`config.mk`:
```
export PLATFORM = sky130hd
export DESIGN_NAME = univ_xcvr
export DESIGN_NICKNAME = d
export VERILOG_FILES = /design/src/rtl/univ_xcvr_pkg.sv /design/src/rtl/xcvr_keeper.sv /design/src/rtl/xcvr_lane.sv /design/src/rtl/univ_xcvr.sv
export SDC_FILE = /design/constraint.sdc
export NUM_CORES = 1
export LEC_CHECK = 0
export CORE_MARGIN = 4
export CORE_UTILIZATION = 60
export CTS_BUF_LIST = sky130_fd_sc_hd__clkbuf_8
export DETAILED_ROUTE_END_ITERATION = 6
export DONT_BUFFER_PORTS = 1
export PLACE_DENSITY = 0.76
export SETUP_SLACK_MARGIN = 0.3
export SLEW_MARGIN = 15
export SYNTH_ARGS = -nofsm -noshare
export SYNTH_HDL_FRONTEND = slang
export SYNTH_HIERARCHICAL = 1
export SYNTH_SLANG_ARGS = --single-unit
```
`constraint.sdc`:
```
create_clock -name clk -period 1.19 [get_ports clk]
set_input_delay 0.238 -clock clk [delete_from_list [all_inputs] [get_ports clk]]
set_output_delay 0.238 -clock clk [all_outputs]
set_load 0.02 [all_outputs]
```
`src/rtl/univ_xcvr_pkg.sv`:
```
package univ_xcvr_pkg;
   // Per-cycle action chosen for one direction's storage register
   typedef enum logic [1:0] {
      ACT_FOLLOW = 2'd0,   // level control high: reload every cycle
      ACT_CAPTURE = 2'd1,  // level control low, clock rose: load once
      ACT_KEEP = 2'd2      // otherwise: hold
   } lane_act_e;
endpackage

```
`src/rtl/xcvr_keeper.sv`:
```
module xcvr_keeper #(
   parameter int unsigned W = 18,
   parameter bit KEEP_EN = 1'b1
) (
   input  logic         clk,
   input  logic         rst,
   input  logic [W-1:0] pin,
   input  logic [W-1:0] drv,
   output logic [W-1:0] eff
);
   generate
      if (W < 1) begin : g_bad_width
         $error("xcvr_keeper: W must be at least 1");
      end

      if (KEEP_EN) begin : g_keep
         logic [W-1:0] kept;

         // Driven bits come from the pin; undriven bits reuse the held level
         assign eff = (drv & pin) | (~drv & kept);

         always_ff @(posedge clk) begin
            if (rst) kept <= '0;
            else     kept <= eff;
         end

         // a fully driven word is remembered
         a_r8_keep_driven: assert property (@(posedge clk) disable iff (rst)
            (drv == {W{1'b1}}) |=> (kept == $past(pin)));
         // with nothing driven the held word does not move
         a_r8_keep_hold: assert property (@(posedge clk) disable iff (rst)
            (drv == '0) |=> $stable(kept));
      end else begin : g_pass
         logic unused_drv;
         assign unused_drv = ^{drv, clk, rst};
         assign eff = pin;
      end
   endgenerate
endmodule

```
`src/rtl/xcvr_lane.sv`:
```
module xcvr_lane
   import univ_xcvr_pkg::*;
#(
   parameter int unsigned W = 18
) (
   input  logic         clk,
   input  logic         rst,
   input  logic         le,
   input  logic         cp,
   input  logic [W-1:0] din,
   output logic [W-1:0] q
);
   logic      cp_q;
   lane_act_e act;

   generate
      if (W < 1) begin : g_bad_width
         $error("xcvr_lane: W must be at least 1");
      end
   endgenerate

   always_comb begin
      if (le)                act = ACT_FOLLOW;
      else if (cp && !cp_q)  act = ACT_CAPTURE;
      else                   act = ACT_KEEP;
   end

   always_ff @(posedge clk) begin
      if (rst) begin
         q    <= '0;
         cp_q <= 1'b0;
      end else begin
         cp_q <= cp;
         if (act != ACT_KEEP) q <= din;
      end
   end

   // transparent mode reloads from the input
   a_r2_follow: assert property (@(posedge clk) disable iff (rst)
      le |=> (q == $past(din)));
   // sampled clock rise with level low captures the input
   a_r4_capture: assert property (@(posedge clk) disable iff (rst)
      (!le && cp && !cp_q) |=> (q == $past(din)));
   // level low without a clock rise holds storage
   a_r5_hold: assert property (@(posedge clk) disable iff (rst)
      (!le && !(cp && !cp_q)) |=> $stable(q));
endmodule

```
`src/rtl/univ_xcvr.sv`:
```
module univ_xcvr #(
   parameter int unsigned W = 18,
   parameter bit KEEP_EN = 1'b1
) (
   input  logic         clk,
   input  logic         rst,
   input  logic         ab_oe,
   input  logic         ab_le,
   input  logic         ab_cp,
   input  logic         ba_oe_n,
   input  logic         ba_le,
   input  logic         ba_cp,
   input  logic [W-1:0] a_pin_i,
   input  logic [W-1:0] a_drv_i,
   input  logic [W-1:0] b_pin_i,
   input  logic [W-1:0] b_drv_i,
   output logic [W-1:0] b_out_o,
   output logic [W-1:0] b_oe_o,
   output logic [W-1:0] a_out_o,
   output logic [W-1:0] a_oe_o,
   output logic         contend_o
);
   logic [W-1:0] a_eff, b_eff;

   generate
      if (W < 1) begin : g_bad_width
         $error("univ_xcvr: W must be at least 1");
      end
   endgenerate

   xcvr_keeper #(.W(W), .KEEP_EN(KEEP_EN)) u_keep_a (
      .clk(clk), .rst(rst), .pin(a_pin_i), .drv(a_drv_i), .eff(a_eff));
   xcvr_keeper #(.W(W), .KEEP_EN(KEEP_EN)) u_keep_b (
      .clk(clk), .rst(rst), .pin(b_pin_i), .drv(b_drv_i), .eff(b_eff));

   xcvr_lane #(.W(W)) u_lane_ab (
      .clk(clk), .rst(rst), .le(ab_le), .cp(ab_cp), .din(a_eff), .q(b_out_o));
   xcvr_lane #(.W(W)) u_lane_ba (
      .clk(clk), .rst(rst), .le(ba_le), .cp(ba_cp), .din(b_eff), .q(a_out_o));

   assign b_oe_o    = {W{ab_oe}};
   assign a_oe_o    = {W{~ba_oe_n}};
   assign contend_o = ab_oe & ~ba_oe_n;

   // a raised flag means both ports are being driven
   a_r9_contention: assert property (@(posedge clk) disable iff (rst)
      contend_o |-> ((b_oe_o != '0) && (a_oe_o != '0)));
endmodule

```
==> results.ini, run 1 <==
[status]
status = finished, violations left
violations = hold timing

[timing]
max_freq_mhz = 977
finClkSkew_ns = 0.00456
hold_viol_final = 22
period_minus_slack_ns = 1.02
drv_slew = 0
grt_setup_unrepaired = true
fin_setup_tns_ns = 0
tightestPinTransition_ns = 0.394
post-route-period-util_pct = 86.0
setup_viol_count_final = 0
slew_headroom_pct = 73.7
worst_hold_slack_ns = -0.0351

[setup_path]
critPathRequiredTime_ns = 1.45
critPathKind = register to register
slowest_stage = dfxtp_1
crit_path_max_incr_delay_ns = 0.31
cp_data_arrival_time_ns = 1.28
cp-end-kind = register
cp_cell_sequence = inv_1 -> a21oi_4 -> buf_12 -> mux2i_2
worstPathMaxFanout = 9
startpoint_type = register

[clocking]
cts_sinks = 74
ctsHoldBuffers = 2
cts_buffers = 9
cts_tree = yes
clockBufferDepth = 2
cts-root-buf = clkbuf_8
clkTransAtPathRegs_ns = 0.08
clock_latency_ns = 0.34
htree_levels = 3

[routing]
wire_per_inst_um = 16.6
drc = 0
num_vias = 1847
vias_per_cell = 5.13
drt-pass1-iter-count = 4
antenna_left = 0
drt_iter0_drc = 49
wirelength_um = 5970

[cells_and_area]
nFillCells = 445
finalInstanceArea_sq_um = 3780
area_growth_pct = 6.71
final_layout_size_suffix_gt1_share_pct = 42.5
multi_input_area_sq_um = 1700
layout_commonest_cell = nand2b_1
nets = 362
final_cell_mix = nand2b_1 (72), dfxtp_1 (37), mux2i_1 (34), dfxtp_4 (34), mux2_4 (32)
regArea_sq_um = 1610

[yosys]
synth_warnings = 6
synth_cell_type_count = 16
synth_area_per_cell_sq_um = 11.4
ys_seq_area_share_pct = 41.8
syn-cell-area_sq_um = 3540
synth_cells = 311
synth_nets = 391
ys_ff_latch = 74

[grt]
grtUsageTotal_pct = 16.6
grt_pass1_wl_um = 9320
grt_max_degree = 111
grt_antenna_before_repair = 0
gr-total-overflow = 0
grt_pass1_vias = 1889

[place]
place_area_sq_um = 3340
hpwl_um = 4180
routabilityCongestion = 0.753
port_buffers = 0

[power]
powerDensity_nw_per_um2 = 1470
vdd_ir_drop_max_v = 0.00157
p_leak_nw = 1.51

[floorplanning]
start_util_pct = 63.2
rows = 27
die_h_um = 84.9
die_x_um = 84.9
design.core.area_sq_um = 5610
die_area_sq_um = 7200
ios = 153

[min_path]
hold_path_class = input port to register

[job]
max_cap_viol_count = 0

## repair_timing
action | CTS | global route
gates cloned | 0 | 1
endpoints found under the setup margin | 72 | 72
gates resized for setup | 70 | 9
buffers inserted | 0 | 0
pin swaps | 0 | 1
endpoints found under the hold margin | 30 | 28
## cells in the mapped netlist
master	n	area [sq um]
nor2b_2	16	140
mux2_2	4	45.0
clkbuf_1	6	22.5
nor2b_4	4	55.1
buf_4	37	278
mux2i_1	36	360
buf_6	2	22.5
mux2_4	32	480
dfxtp_1	74	1480
a21oi_2	2	17.5
buf_12	2	40.0
nor2b_1	11	68.8
inv_1	3	11.3
buf_2	2	10.0
nand2b_1	72	450
and2b_1	8	60.1
## flip-flops by register name, summed over array words and instances, names as in the netlist
name / count
u_lane_ba/q: 18
u_lane_ab/cp_q: 1
u_keep_a/g_keep.kept: 18
u_lane_ba/cp_q: 1
u_lane_ab/q: 18
u_keep_b/g_keep.kept: 18
## final timing paths
path,to,cells after the start,from,slack (ns)
hold reg to reg,u_lane_ab/q[11]$_SDFFE_PP0P_,2,u_lane_ab/q[11]$_SDFFE_PP0P_,0.53
setup / recovery,u_lane_ab/q[7]$_SDFFE_PP0P_,4,u_lane_ab/cp_q$_SDFF_PP0_,0.17
hold / removal,u_keep_a/g_keep.kept[14]$_SDFF_PP0_,1,rst,-0.04
setup reg to reg,u_lane_ab/q[7]$_SDFFE_PP0P_,4,u_lane_ab/cp_q$_SDFF_PP0_,0.17
## cells by family after synthesis
| kind of cell | after synthesis | share of synthesized area (%) |
|---|---|---|
| muxes | 72 | 25.0 |
| DFF | 74 | 41.8 |
| buffers and inverters | 52 | 10.8 |
| AOI/OAI and AO/OA | 2 | 0.494 |
| and+or+nand+nor | 111 | 21.9 |
## critical path, delay by kind of cell, from the launching register on
kind / cells / cell delay (ns)
DFF: 1 / 0.31
buffers and inverters: 2 / 0.22
muxes: 1 / 0.21
AOI/OAI and AO/OA: 1 / 0.19
## power breakdown
group	switching (mW)	internal, mW	leakage (nW)	total (mW)
Combinational	0.214	0.374	0.770	0.588
Clock	0.917	1.24	0.109	2.16
Sequential	0.184	2.62	0.635	2.80
## through the flow
stage               utilization, %  setup WS, ns  hold slack (ns)  cells  power, mW
floorplan                        -         0.219            0.310    311       3.52
global placement              59.6         0.257            0.313    340       3.42
detailed placement            59.6         0.192            0.315    340       3.44
CTS                           66.3         0.168          -0.0661    358       5.62
global route                  67.4         0.110          -0.0731    359       5.82
finish                        67.4         0.166          -0.0351    360       5.55
## layer usage
layer  share of wire [%]  up-vias  track usage, %  routed length [um]
met2                  51       87            27.9                3030
met1                  37      844            17.5                2200
met3                  11        5            9.03                 683
met4                0.92        0            6.04                  55
li1                    -      911               -                   -
met5                   0        -               0                   0
## cell type report
cell class | instances | area share (%)
sequential | 74 | 42.7
clock inverter | 6 | 2.35
antenna | 1 | 0.0662
tap | 72 | 2.38
multi-input combinational | 185 | 45.0
clock buffer | 10 | 3.64
timing repair buffer | 9 | 3.54
inverter | 3 | 0.397
Power figures use the tool's default switching activity.
==> run 2, diff against run 1 <==
RECOVER_POWER = 50   (was unset)
==> run 2 against run 1 <==
The run still ends with hold timing left. Critical endpoint is now a_oe_o[2]. Core utilization fell by 2.8 points. Global-route usage is the same. Highest routed layer unchanged. Sequential power barely moved. Clock power is essentially flat.
==> results.ini, run 2 (synthesized netlist as in run 1, its figures left out) <==
[min_path]
min_to = u_keep_a/g_keep.kept[11]$_SDFF_PP0_  ; was u_keep_a/g_keep.kept[14]$_SDFF_PP0_
holdPathStages = 1  ; unchanged
hold_path_class = input port to register  ; unchanged
hold_start = rst  ; unchanged

[cells_and_area]
layout_commonest_cell = nand2b_1  ; unchanged
final_cell_mix = nand2b_1 (72), dfxtp_1 (37), mux2i_1 (34), dfxtp_4 (34), mux2_1 (30)  ; was nand2b_1 (72), dfxtp_1 (37), mux2i_1 (34), dfxtp_4 (34), mux2_4 (32)
nFillCells = 482  ; was 445
stdcell_count = 360  ; unchanged
nets = 362  ; unchanged
area_growth_pct = 2.33  ; was 6.71%
fin_util_pct = 64.7  ; was 67.4%
final_layout_size_suffix_gt1_share_pct = 30.7  ; was 42.5%

[setup_path]
cp_cell_sequence = clkinvlp_2 -> buf_6  ; was inv_1 -> a21oi_4 -> buf_12 -> mux2i_2
critical_path_buf_inv_count = 2  ; unchanged
worstPathMaxFanout = 15  ; was 9
crit_path_max_incr_delay_ns = 0.49  ; was 0.31 ns
worstRegToRegCells = 4  ; unchanged
reg2reg_slack_ns = 0.16  ; was 0.17 ns
slowest_stage = buf_6  ; was dfxtp_1
cp_data_arrival_time_ns = 0.81  ; was 1.28 ns
startpoint_type = input port  ; was register
cp-end-kind = primary output  ; was register
reg2reg_to = u_lane_ab/q[7]$_SDFFE_PP0P_  ; unchanged
critPathKind = input port to primary output  ; was register to register
r2r-start = u_lane_ab/cp_q$_SDFF_PP0_  ; unchanged
critPathRequiredTime_ns = 0.95  ; was 1.45 ns
cp_top_family = buffers and inverters  ; was flip-flops

[routing]
wire_per_inst_um = 16.6  ; about the same
num_vias = 1827  ; was 1847
antenna_left = 0  ; unchanged
drt-pass1-iter-count = 2  ; was 4
wirelength_um = 5990  ; was 5970 um
vias_per_cell = 5.08  ; was 5.13
drc = 0  ; unchanged
drt_iter0_drc = 38  ; was 49

[place]
dp_cells = 340  ; unchanged
routabilityCongestion = 0.753  ; unchanged
place_ws_ns = 0.192  ; unchanged
port_buffers = 0  ; unchanged
hpwl_um = 4180  ; unchanged

[floorplanning]
ios = 153  ; unchanged
die_h_um = 84.9  ; unchanged
die_area_sq_um = 7200  ; unchanged
design.core.area_sq_um = 5610  ; unchanged
rows = 27  ; unchanged
die_x_um = 84.9  ; unchanged
start_util_pct = 63.2  ; unchanged

[timing]
post-route-period-util_pct = 87.9  ; was 86.0%
fin_ws_ns = 0.145  ; was 0.166 ns
setup_viol_count_final = 0  ; unchanged
drv_slew = 0  ; unchanged
max_freq_mhz = 957  ; was 977 MHz
period_minus_slack_ns = 1.05  ; was 1.02 ns
slew_headroom_pct = 61.1  ; was 73.7%
hold_viol_final = 28  ; was 22
tightestPinTransition_ns = 0.585  ; was 0.394 ns
finClkSkew_ns = 0.00491  ; was 0.00456 ns
fin_setup_tns_ns = 0  ; unchanged
grt_setup_unrepaired = true  ; unchanged
worst_hold_slack_ns = -0.0436  ; was -0.0351 ns

[clocking]
clock_latency_ns = 0.34  ; about the same
clockBufferDepth = 2  ; unchanged
cts_buffers = 9  ; unchanged
clkTransAtPathRegs_ns = 0.08  ; about the same
cts-root-buf = clkbuf_8  ; unchanged
cts_tree = yes  ; unchanged
cts_sinks = 74  ; unchanged
ctsHoldBuffers = 2  ; unchanged
htree_levels = 3  ; unchanged

[power]
p_leak_nw = 1.40  ; was 1.51 nW
vdd_ir_drop_max_v = 0.00157  ; about the same
powerDensity_nw_per_um2 = 1500  ; was 1470 nW/um^2

[grt]
grtUsageTotal_pct = 16.6  ; unchanged
grt_max_degree = 111  ; unchanged
grt_antenna_before_repair = 0  ; unchanged
gr-total-overflow = 0  ; unchanged
grt_pass1_vias = 1889  ; unchanged
grt_pass1_wl_um = 9320  ; unchanged

[status]
status = finished, violations left  ; unchanged
violations = hold timing  ; unchanged

[job]
max_cap_viol_count = 0  ; unchanged

==> run 2: per-layer routing <==
metal  track usage (%)  vias to the layer above  share of wire (%)
li1                  -                      908                  -
met1              17.5                      826                 37
met2              27.9                       84                 51
met3              9.03                        9                 11
met4              6.04                        0                1.1
met5                 0                        -                  0
==> run 2: area by class of cell <==
type	instances	area [sq um]	share of cell area, %
Sequential cell	74	1610	44.5
Multi-Input combinational cell	185	1570	43.2
Clock buffer	10	138	3.80
Timing Repair Buffer	9	115	3.17
Tap cell	72	90.1	2.48
Clock inverter	6	88.8	2.45
Inverter	3	12.5	0.345
Antenna cell	1	2.50	0.0690
==> run 2: worst max path at each step <==
stage	endpoint	startpoint	slack, ns	depth (start not counted)
2_1_floorplan	a_oe_o[10]	ba_oe_n	0.22	2
3_5_place_dp	u_lane_ab/q[7]$_SDFFE_PP0P_	u_lane_ab/cp_q$_SDFF_PP0_	0.19	4
4_1_cts	u_lane_ab/q[7]$_SDFFE_PP0P_	u_lane_ab/cp_q$_SDFF_PP0_	0.17	4
6_report	a_oe_o[2]	ba_oe_n	0.14	2
3_3_place_gp	u_lane_ab/q[7]$_SDFFE_PP0P_	u_lane_ab/cp_q$_SDFF_PP0_	0.26	4
5_1_grt	a_oe_o[11]	ba_oe_n	0.1	2
==> run 2: report_power, final <==
group          switching (mW)  total, mW  internal [mW]
combinational           0.214      0.505          0.291
sequential              0.180       2.80           2.62
clock                   0.915       2.16           1.24
total                    1.31       5.46           4.15
==> run 2: timing repair <==
item / CTS / global route
buffers inserted: 0 / 0
setup endpoints to repair: 72 / 72
pin swaps: 0 / 1
gates resized for setup: 70 / 9
hold endpoints to repair: 30 / 28
cloned: 0 / 1
==> run 2: stage by stage <==
| step | total power, mW | cell area, sq um |
|---|---|---|
| final | 5.46 | 3630 |
| after global routing | 5.73 | 3620 |
| after CTS | 5.62 | 3720 |
| after detailed placement | 3.44 | 3340 |
| after global placement | 3.42 | 3340 |
| after floorplan | 3.52 | 3550 |
